--- config.mk ---
export PLATFORM = sky130hd
export DESIGN_NAME = ecc_err_log
export DESIGN_NICKNAME = d
export VERILOG_FILES = /design/src/rtl/ecclog_pkg.sv /design/src/rtl/ecclog_addr_cap.sv /design/src/rtl/ecclog_first_slot.sv /design/src/rtl/ecclog_signal.sv /design/src/rtl/ecc_err_log.sv
export SDC_FILE = /design/constraint.sdc
export NUM_CORES = 1
export LEC_CHECK = 0
export BUFFER_PORTS_ARGS = -buffer_cell sky130_fd_sc_hd__buf_2
export CAP_MARGIN = 20
export CORE_MARGIN = 2
export CORE_UTILIZATION = 35
export DETAILED_ROUTE_END_ITERATION = 6
export PLACE_DENSITY = 0.72
export SLEW_MARGIN = 40
export SYNTH_ARGS = -nofsm -noshare
export SYNTH_HDL_FRONTEND = slang
export SYNTH_SLANG_ARGS = --single-unit
--- constraint.sdc ---
create_clock -name clk -period 1 [get_ports clk]
set_input_delay 0.15 -clock clk [delete_from_list [all_inputs] [get_ports clk]]
set_output_delay 0.15 -clock clk [all_outputs]
set_load 0.005 [all_outputs]
--- src/rtl/ecclog_pkg.sv ---
package ecclog_pkg;

    parameter int ADDR_W   = 32;
    parameter int PAGE_LSB = 12;
    parameter int ROW_W    = 3;
    parameter int N_CLASS  = 2;

    localparam int CLS_SB = 0;
    localparam int CLS_MB = 1;

    localparam int AFLAG_SB = 0;
    localparam int AFLAG_MB = 1;
    localparam int SFLAG_SB = 0;
    localparam int SFLAG_MB = 1 + ROW_W;
    localparam int STS_W    = 2 * (1 + ROW_W);

    typedef enum logic [1:0] {
        MODE_OFF     = 2'b00,
        MODE_DETECT  = 2'b01,
        MODE_CORRECT = 2'b10,
        MODE_SCRUB   = 2'b11
    } integ_mode_e;

    typedef enum logic [1:0] {
        SEL_ADDR = 2'd0,
        SEL_STAT = 2'd1,
        SEL_CMD  = 2'd2,
        SEL_NONE = 2'd3
    } reg_sel_e;

    typedef struct packed {
        logic              hit;
        logic [ADDR_W-1:0] addr;
        logic [ROW_W-1:0]  row;
    } err_evt_t;

    function automatic logic logging_on(input logic [1:0] mode);
        return integ_mode_e'(mode) != MODE_OFF;
    endfunction

endpackage

--- src/rtl/ecclog_addr_cap.sv ---
module ecclog_addr_cap
    import ecclog_pkg::*;
#(
    parameter int AW  = ADDR_W,
    parameter int PLB = PAGE_LSB
) (
    input  logic           clk,
    input  logic           rst,
    input  err_evt_t       sb_evt,
    input  err_evt_t       mb_evt,
    input  logic           clr_sb,
    input  logic           clr_mb,
    output logic [AW-1:PLB] page_q,
    output logic           sb_flag,
    output logic           mb_flag
);

    logic locked;
    logic take;
    logic [AW-1:PLB] page_d;

    assign locked = sb_flag | mb_flag;
    assign take   = !locked && (sb_evt.hit || mb_evt.hit);
    assign page_d = mb_evt.hit ? mb_evt.addr[AW-1:PLB] : sb_evt.addr[AW-1:PLB];

    always_ff @(posedge clk) begin
        if (rst) begin
            page_q  <= '0;
            sb_flag <= 1'b0;
            mb_flag <= 1'b0;
        end else if (take) begin
            page_q  <= page_d;
            mb_flag <= mb_evt.hit;
            sb_flag <= !mb_evt.hit;
        end else begin
            if (clr_sb) sb_flag <= 1'b0;
            if (clr_mb) mb_flag <= 1'b0;
        end
    end

    AST_ADDR_LOCK: assert property (@(posedge clk) disable iff (rst)
        (sb_flag || mb_flag) |=> $stable(page_q)) else $error("lock");

    AST_ONE_FLAG: assert property (@(posedge clk) disable iff (rst)
        (!sb_flag && !mb_flag && (sb_evt.hit || mb_evt.hit)) |=> $onehot0({sb_flag, mb_flag}) && (sb_flag || mb_flag)) else $error("flag");

    AST_MB_WINS: assert property (@(posedge clk) disable iff (rst)
        (!sb_flag && !mb_flag && sb_evt.hit && mb_evt.hit) |=> (mb_flag && !sb_flag)) else $error("mb wins");

endmodule

--- src/rtl/ecclog_first_slot.sv ---
module ecclog_first_slot
    import ecclog_pkg::*;
#(
    parameter int RW = ROW_W
) (
    input  logic          clk,
    input  logic          rst,
    input  logic          hit,
    input  logic [RW-1:0] row,
    input  logic          clr,
    output logic          flag,
    output logic [RW-1:0] row_q
);

    always_ff @(posedge clk) begin
        if (rst) begin
            flag  <= 1'b0;
            row_q <= '0;
        end else if (hit) begin
            flag <= 1'b1;
            if (!flag) row_q <= row;
        end else if (clr) begin
            flag <= 1'b0;
        end
    end

    AST_ROW_KEPT: assert property (@(posedge clk) disable iff (rst)
        flag |=> $stable(row_q)) else $error("row");

    AST_SET_WINS: assert property (@(posedge clk) disable iff (rst)
        (hit && clr) |=> flag) else $error("set wins");

endmodule

--- src/rtl/ecclog_signal.sv ---
module ecclog_signal
    import ecclog_pkg::*;
#(
    parameter int NC = N_CLASS
) (
    input  logic          clk,
    input  logic          rst,
    input  logic          cmd_wr,
    input  logic [NC-1:0] cmd_wdata,
    input  logic [NC-1:0] logged,
    output logic [NC-1:0] enable_q,
    output logic          sys_err
);

    logic fire;
    assign fire = |(logged & enable_q);

    always_ff @(posedge clk) begin
        if (rst) begin
            enable_q <= '0;
            sys_err  <= 1'b0;
        end else begin
            if (cmd_wr) enable_q <= cmd_wdata;
            sys_err <= fire;
        end
    end

    AST_SERR_CAUSE: assert property (@(posedge clk) disable iff (rst)
        sys_err |-> $past(|(logged & enable_q))) else $error("serr");

endmodule

--- src/rtl/ecc_err_log.sv ---
module ecc_err_log
    import ecclog_pkg::*;
#(
    parameter int AW  = ADDR_W,
    parameter int PLB = PAGE_LSB,
    parameter int RW  = ROW_W
) (
    input  logic          clk,
    input  logic          rst,
    input  logic [1:0]    integ_mode,
    input  logic          sb_hit,
    input  logic [AW-1:0] sb_addr,
    input  logic [RW-1:0] sb_row,
    input  logic          mb_hit,
    input  logic [AW-1:0] mb_addr,
    input  logic [RW-1:0] mb_row,
    input  logic [1:0]    reg_sel,
    input  logic          reg_wr,
    input  logic [AW-1:0] reg_wdata,
    output logic [AW-1:0] reg_rdata,
    output logic          sys_err
);

    localparam int SW  = 2 * (1 + RW);
    localparam int SMB = 1 + RW;

    logic     log_en;
    err_evt_t evt [N_CLASS];
    logic [N_CLASS-1:0] logged;

    assign log_en = logging_on(integ_mode);
    assign evt[CLS_SB] = '{hit: sb_hit && log_en, addr: sb_addr, row: sb_row};
    assign evt[CLS_MB] = '{hit: mb_hit && log_en, addr: mb_addr, row: mb_row};

    logic wr_addr, wr_stat, wr_cmd;
    assign wr_addr = reg_wr && (reg_sel_e'(reg_sel) == SEL_ADDR);
    assign wr_stat = reg_wr && (reg_sel_e'(reg_sel) == SEL_STAT);
    assign wr_cmd  = reg_wr && (reg_sel_e'(reg_sel) == SEL_CMD);

    logic [AW-1:PLB] page_q;
    logic            a_sb, a_mb;

    ecclog_addr_cap #(.AW(AW), .PLB(PLB)) u_addr (
        .clk     (clk),
        .rst     (rst),
        .sb_evt  (evt[CLS_SB]),
        .mb_evt  (evt[CLS_MB]),
        .clr_sb  (wr_addr && reg_wdata[AFLAG_SB]),
        .clr_mb  (wr_addr && reg_wdata[AFLAG_MB]),
        .page_q  (page_q),
        .sb_flag (a_sb),
        .mb_flag (a_mb)
    );

    logic [N_CLASS-1:0] s_flag;
    logic [RW-1:0]      s_row [N_CLASS];

    for (genvar k = 0; k < N_CLASS; k++) begin : g_slot
        localparam int FBIT = (k == CLS_SB) ? 0 : SMB;
        assign logged[k] = evt[k].hit;
        ecclog_first_slot #(.RW(RW)) u_slot (
            .clk   (clk),
            .rst   (rst),
            .hit   (evt[k].hit),
            .row   (evt[k].row),
            .clr   (wr_stat && reg_wdata[FBIT]),
            .flag  (s_flag[k]),
            .row_q (s_row[k])
        );
    end

    logic [N_CLASS-1:0] enable_q;

    ecclog_signal #(.NC(N_CLASS)) u_sig (
        .clk       (clk),
        .rst       (rst),
        .cmd_wr    (wr_cmd),
        .cmd_wdata (reg_wdata[N_CLASS-1:0]),
        .logged    (logged),
        .enable_q  (enable_q),
        .sys_err   (sys_err)
    );

    logic [SW-1:0] status;
    assign status = {s_row[CLS_MB], s_flag[CLS_MB], s_row[CLS_SB], s_flag[CLS_SB]};

    always_comb begin
        unique case (reg_sel_e'(reg_sel))
            SEL_ADDR: reg_rdata = {page_q, {(PLB-2){1'b0}}, a_mb, a_sb};
            SEL_STAT: reg_rdata = {{(AW-SW){1'b0}}, status};
            SEL_CMD:  reg_rdata = {{(AW-N_CLASS){1'b0}}, enable_q};
            default:  reg_rdata = '0;
        endcase
    end

    AST_MODE_OFF: assert property (@(posedge clk) disable iff (rst)
        (integ_mode == 2'b00 && !reg_wr) |=> ($stable(status) && $stable(page_q) && !sys_err)) else $error("off");

    AST_STICKY: assert property (@(posedge clk) disable iff (rst)
        (s_flag[CLS_SB] && !wr_stat) |=> s_flag[CLS_SB]) else $error("sticky");

endmodule

# Yosys cells after proc, flatten, opt, wreduce, memory -nomap -nowiden
# Cells that the tools add are included.
# totals
reg_bits	33
inputBits	111
out_inout_bits	33
wordCells	47
# op_classes
n_eq_ne	2
n_mux	10
bitwise_logic	4
n_reduce_logical	22
# ops
cell	count
$pmux W32 S3	1
$mux W20	1
$logic_and A1 B1 Y1	10
$reduce_bool A2 Y1	5
$mux W1	8
$reduce_and A2 Y1	2
$and A2 B2 Y2	1
$eq A2 B1 Y1 const B	1
$eq A2 B2 Y1 const B	1
$logic_not A1 Y1	2
$logic_not A2 Y1	1
$not A1 Y1	2
$reduce_or A2 Y1	1
$logic_or A1 B1 Y1	1
$or A1 B1 Y1	1

# Longest topological paths before layout
# logic_depth
depth_word	5
depth_mapped	5
mapped_depth_nobuf	3

# By module
# Synthesis repeated with hierarchy kept, for this count alone.
# unflattened
hier_cells	192
hier_area_um2	1801.7
# modules_own_cells
mod	n_inst	cells_each	area_per_inst_um2	seq_area_each_um2
ecclog_addr_cap	1	102	1011.0	440.4
ecclog_first_slot	2	17	176.4	80.1
ecc_err_log	1	47	339.1	0.0
ecclog_signal	1	9	98.8	60.1

# Worst setup path after synthesis
# Ideal clock, no wire load.
# synth_path
kind	reg2reg
startpoint	register u_addr.sb_flag
endpoint	register u_addr.sb_flag
setup_ns	0.070
t_arrival_ns	0.944
required_ns	0.930
setup_slack_ns	-0.015
stages_incl_launch_ff	3
path_buffers	0
path_cell_list	dfxtp_1 -> or4_1 -> a21oi_1
# synth_between
elab_chain_cells	4
elab_cells_between_ends	5
# synth_lines
item	line	source
from (decl)	ecclog_addr_cap.sv:14	output logic sb_flag,
from (signal assigned)	ecclog_addr_cap.sv:34	sb_flag <= !mb_evt.hit;
$or A1 B1 Y1 *	ecclog_addr_cap.sv:22	assign locked = sb_flag | mb_flag;
$logic_not A1 Y1 *	ecclog_addr_cap.sv:23	assign take = !locked && (sb_evt.hit || mb_evt.hit);
$logic_and A1 B1 Y1 *	ecclog_addr_cap.sv:23	
$mux W1 / $reduce_bool A2 Y1 (equally long branches)	--	
# Every way passes the cells marked *; elsewhere a longest branch is shown, timed or not.
# A chain may end at the register's enable or synchronous reset.

# Worst setup path in the final report
# layout_path
startpoint	register u_addr.sb_flag
endpoint	output port reg_rdata[0]
# layout_between
elab_chain_cells	1
# layout_lines
item	line	source
$pmux W32 S3	ecc_err_log.sv:88	unique case (reg_sel_e'(reg_sel))
to (decl)	ecc_err_log.sv:20	output logic [AW-1:0] reg_rdata,
# Every way passes these cells.

==> flow_summary.ini <==
[floorplan]
coreArea_sq_mm = 0.005042
start_util = 0.3571
die_area_sq_mm = 0.005734
placementRows = 26
dieHeight_um = 75.73
die_w_um = 75.73
pin_count = 144

[timing]
max_freq_ghz = 0.8264
finalSetupViolCount = 24
setup_ws_ns = -0.2101
layout_min_cycle_time_ns = 1.210
drv_slew = 0
fin_setup_tns_ns = -2.931
rsz0062_at_grt = true
fin_skew_ns = 0.003578
period_share = 1.210
finalHoldViolations = 0

[cells_and_area]
final_nets = 430
fill_cells = 489
final_area_sq_mm = 0.002864
multi_input_area_sq_mm = 0.001050
syn2layout_area_growth_pct = 59.07
seqCellArea_sq_um = 675.6
n_antenna_cell = 0
drive_gt1_frac = 0.4969

[route]
viasPerCell = 4.936
drc = 0
drt_iter0_markers = 102
via_count = 1925
drt-total-wl_mm = 4.995
ant_nets = 0
drt-pass1-iter-count = 4
wl_per_cell_um = 12.81

[critical_path]
startpoint_type = register
cp_cell_sequence = buf_6, mux2i_1, o21ai_1, buf_2
max_stage_delay_ns = 0.33
crit_path_end_kind = output port
timing.reg2reg.setup_slack_ns = -0.17
reg2reg_to = u_addr.page_q[31]$_SDFFE_PP0P_
regToRegStartpoint = u_addr.sb_flag$_SDFFE_PP0P_
ff2ff_path_depth = 5
required_ns = 0.85
critPathArrivalTime_ns = 1.06
worst-path-max-fanout = 3
crit_slowest_cell = dfxtp_2
crit_family = flip-flops
path_buf_inv = 2
worstSetupPathType = register to output port

[synthesis]
ys_warn_count = 0
netlist_area_sq_mm = 0.001800
async_flop_share = 0
synth_ff_type = dfxtp_1
synth-edff-count = 0
synthCells = 219
ys_ff_latch = 33
syn_area_per_cell_sq_um = 8.221
ys_seq_area_frac = 0.3669
synth_cell_types = 25

[power_and_ir_drop]
ir_worst_vdd_mv = 0.5660
leakagePower_nw = 1.423
powerDensity_mw_per_mm2 = 1198
totalPowerFinal_mw = 3.430

[cts]
cts_tree = yes
clock_sinks = 33
cts_hold_buf = 0
clock_latency_ns = 0.27
cts_root_buffer = clkbuf_8
cts_max_level = 2
cts_buffers = 5
max-clock-path-buffers = 2
cts.reportedPaths.clkPinSlew_ns = 0.06

[place]
io_buffer_count = 86
place_ws_ns = -0.1969
dp_hpwl_mm = 3.259
place_congestion = 0.8436
placed_cell_area_sq_mm = 0.002411

[global_route]
antenna_found_initial = 0
overflow = 0
grt_pass1_vias = 1578
grtUsageTotal = 0.1623
grt_pass1_wl_mm = 6.975
grt_start_max_net_pins = 25

[outcome]
violations = setup timing
outcome = finished with violations

[hold_path]
hp-class = input pin to register
hold_depth = 3
worstHoldStart = sb_row[1]
hold-path-endpoint = g_slot[0].u_slot.row_q[1]$_SDFFE_PP0P_

[run]
drv_cap = 0
==> kinds of logic (layout without fill, tap and decap cells) <==
group | count (synthesis) | after routing | share of synthesized area
AND/OR/NAND/NOR | 78 | 78 | 0.2272
AO/OA/AOI/OAI | 56 | 56 | 0.2467
buffers and inverters | 42 | 140 | 0.1070
flip-flops | 33 | 33 | 0.3669
multiplexers | 9 | 9 | 0.05004
other | 1 | 4 | 0.002083
==> sequential cells by signal, summed over array words and instances (netlist names) <==
signal,count
u_sig.sys_err,1
u_addr.sb_flag,1
u_addr.mb_flag,1
g_slot.u_slot.row_q,6
u_addr.page_q,20
u_sig.enable_q,2
g_slot.u_slot.flag,2
==> layout by cell type (no fill, tap or decap), drive strengths merged <==
cell and n:
buf 112, a21oi 6, o211a 1, and2 26, inv 20, a221oi 20, mux2i 9, dfxtp 33
nor2b 2, o31ai 1, nor2 26, nand3 3, conb 4, or4 1, o22a 20, a41oi 1
o21a 1, o21ai 6, nand2b 13, or2 1, nand2 5, nand3b 1, clkbuf 8
==> per-layer routing <==
| metal | up-vias | wire length [um] | track usage | part of all wire |
|---|---|---|---|---|
| met1 | 900 | 2041 | 0.1853 | 0.41 |
| met3 | 6 | 304 | 0.05159 | 0.061 |
| met2 | 68 | 2586 | 0.2928 | 0.52 |
| met5 | - | 0 | 0 | 0 |
| li1 | 951 | - | - | - |
| met4 | 0 | 63 | 0.04094 | 0.013 |
==> repair_timing <==
action,in CTS,in global routing
gates resized for setup,21,62
gates cloned,3,0
pin swaps,5,22
buffers inserted,3,4
setup endpoints to repair,44,50
==> worst min-delay path, stage by stage <==
cell and delay (ns):
buf_2 0.10, nand2b_1 0.05, mux2i_1 0.05
==> cell type report <==
type | count | share of cell area
flip-flops and latches | 33 | 0.2359
inverters | 20 | 0.02621
repair buffers | 112 | 0.3128
clock buffers | 8 | 0.02796
well taps | 70 | 0.03058
multi-input cells | 147 | 0.3665
==> metrics by stage <==
step	std cells	hold WS, ns	util
after floorplan	222	0.2939	-
after global placement	372	0.4031	0.4782
after detailed placement	372	0.4139	0.4782
after CTS	386	0.1225	0.5136
after global routing	390	0.1285	0.5680
final	390	0.1217	0.5680
==> cells in the mapped netlist (2+ instances only) <==
cell | instances | area share
nor2_1 | 26 | 0.054
nand3_1 | 3 | 0.0083
a21oi_1 | 6 | 0.017
clkbuf_1 | 8 | 0.017
nand2b_1 | 13 | 0.045
inv_1 | 20 | 0.042
nand2_1 | 5 | 0.010
buf_2 | 7 | 0.019
dfxtp_1 | 33 | 0.37
and2_1 | 26 | 0.090
buf_4 | 7 | 0.029
mux2i_1 | 9 | 0.050
nor2b_1 | 2 | 0.0069
o22a_1 | 20 | 0.097
o21ai_0 | 5 | 0.014
a221oi_1 | 20 | 0.097
==> power breakdown <==
group | internal [mW] | switching (mW) | total (mW) | leakage, nW
Combinational | 0.555 | 0.376 | 0.930 | 1.11
Clock | 0.494 | 0.437 | 0.931 | 0.0395
Sequential | 1.49 | 0.0832 | 1.57 | 0.278
==> worst max path at each step <==
stage | startpoint | endpoint | cells past startpoint
CTS | u_addr.mb_flag$_SDFFE_PP0P_ | reg_rdata[1] | 4
floorplan | integ_mode[1] | u_addr.page_q[19]$_SDFFE_PP0P_ | 4
global placement | integ_mode[1] | u_addr.page_q[17]$_SDFFE_PP0P_ | 4
global route | u_addr.mb_flag$_SDFFE_PP0P_ | reg_rdata[1] | 4
detailed placement | integ_mode[1] | u_addr.page_q[16]$_SDFFE_PP0P_ | 4
finish | u_addr.sb_flag$_SDFFE_PP0P_ | reg_rdata[0] | 4
Power figures use the tool's default switching activity.
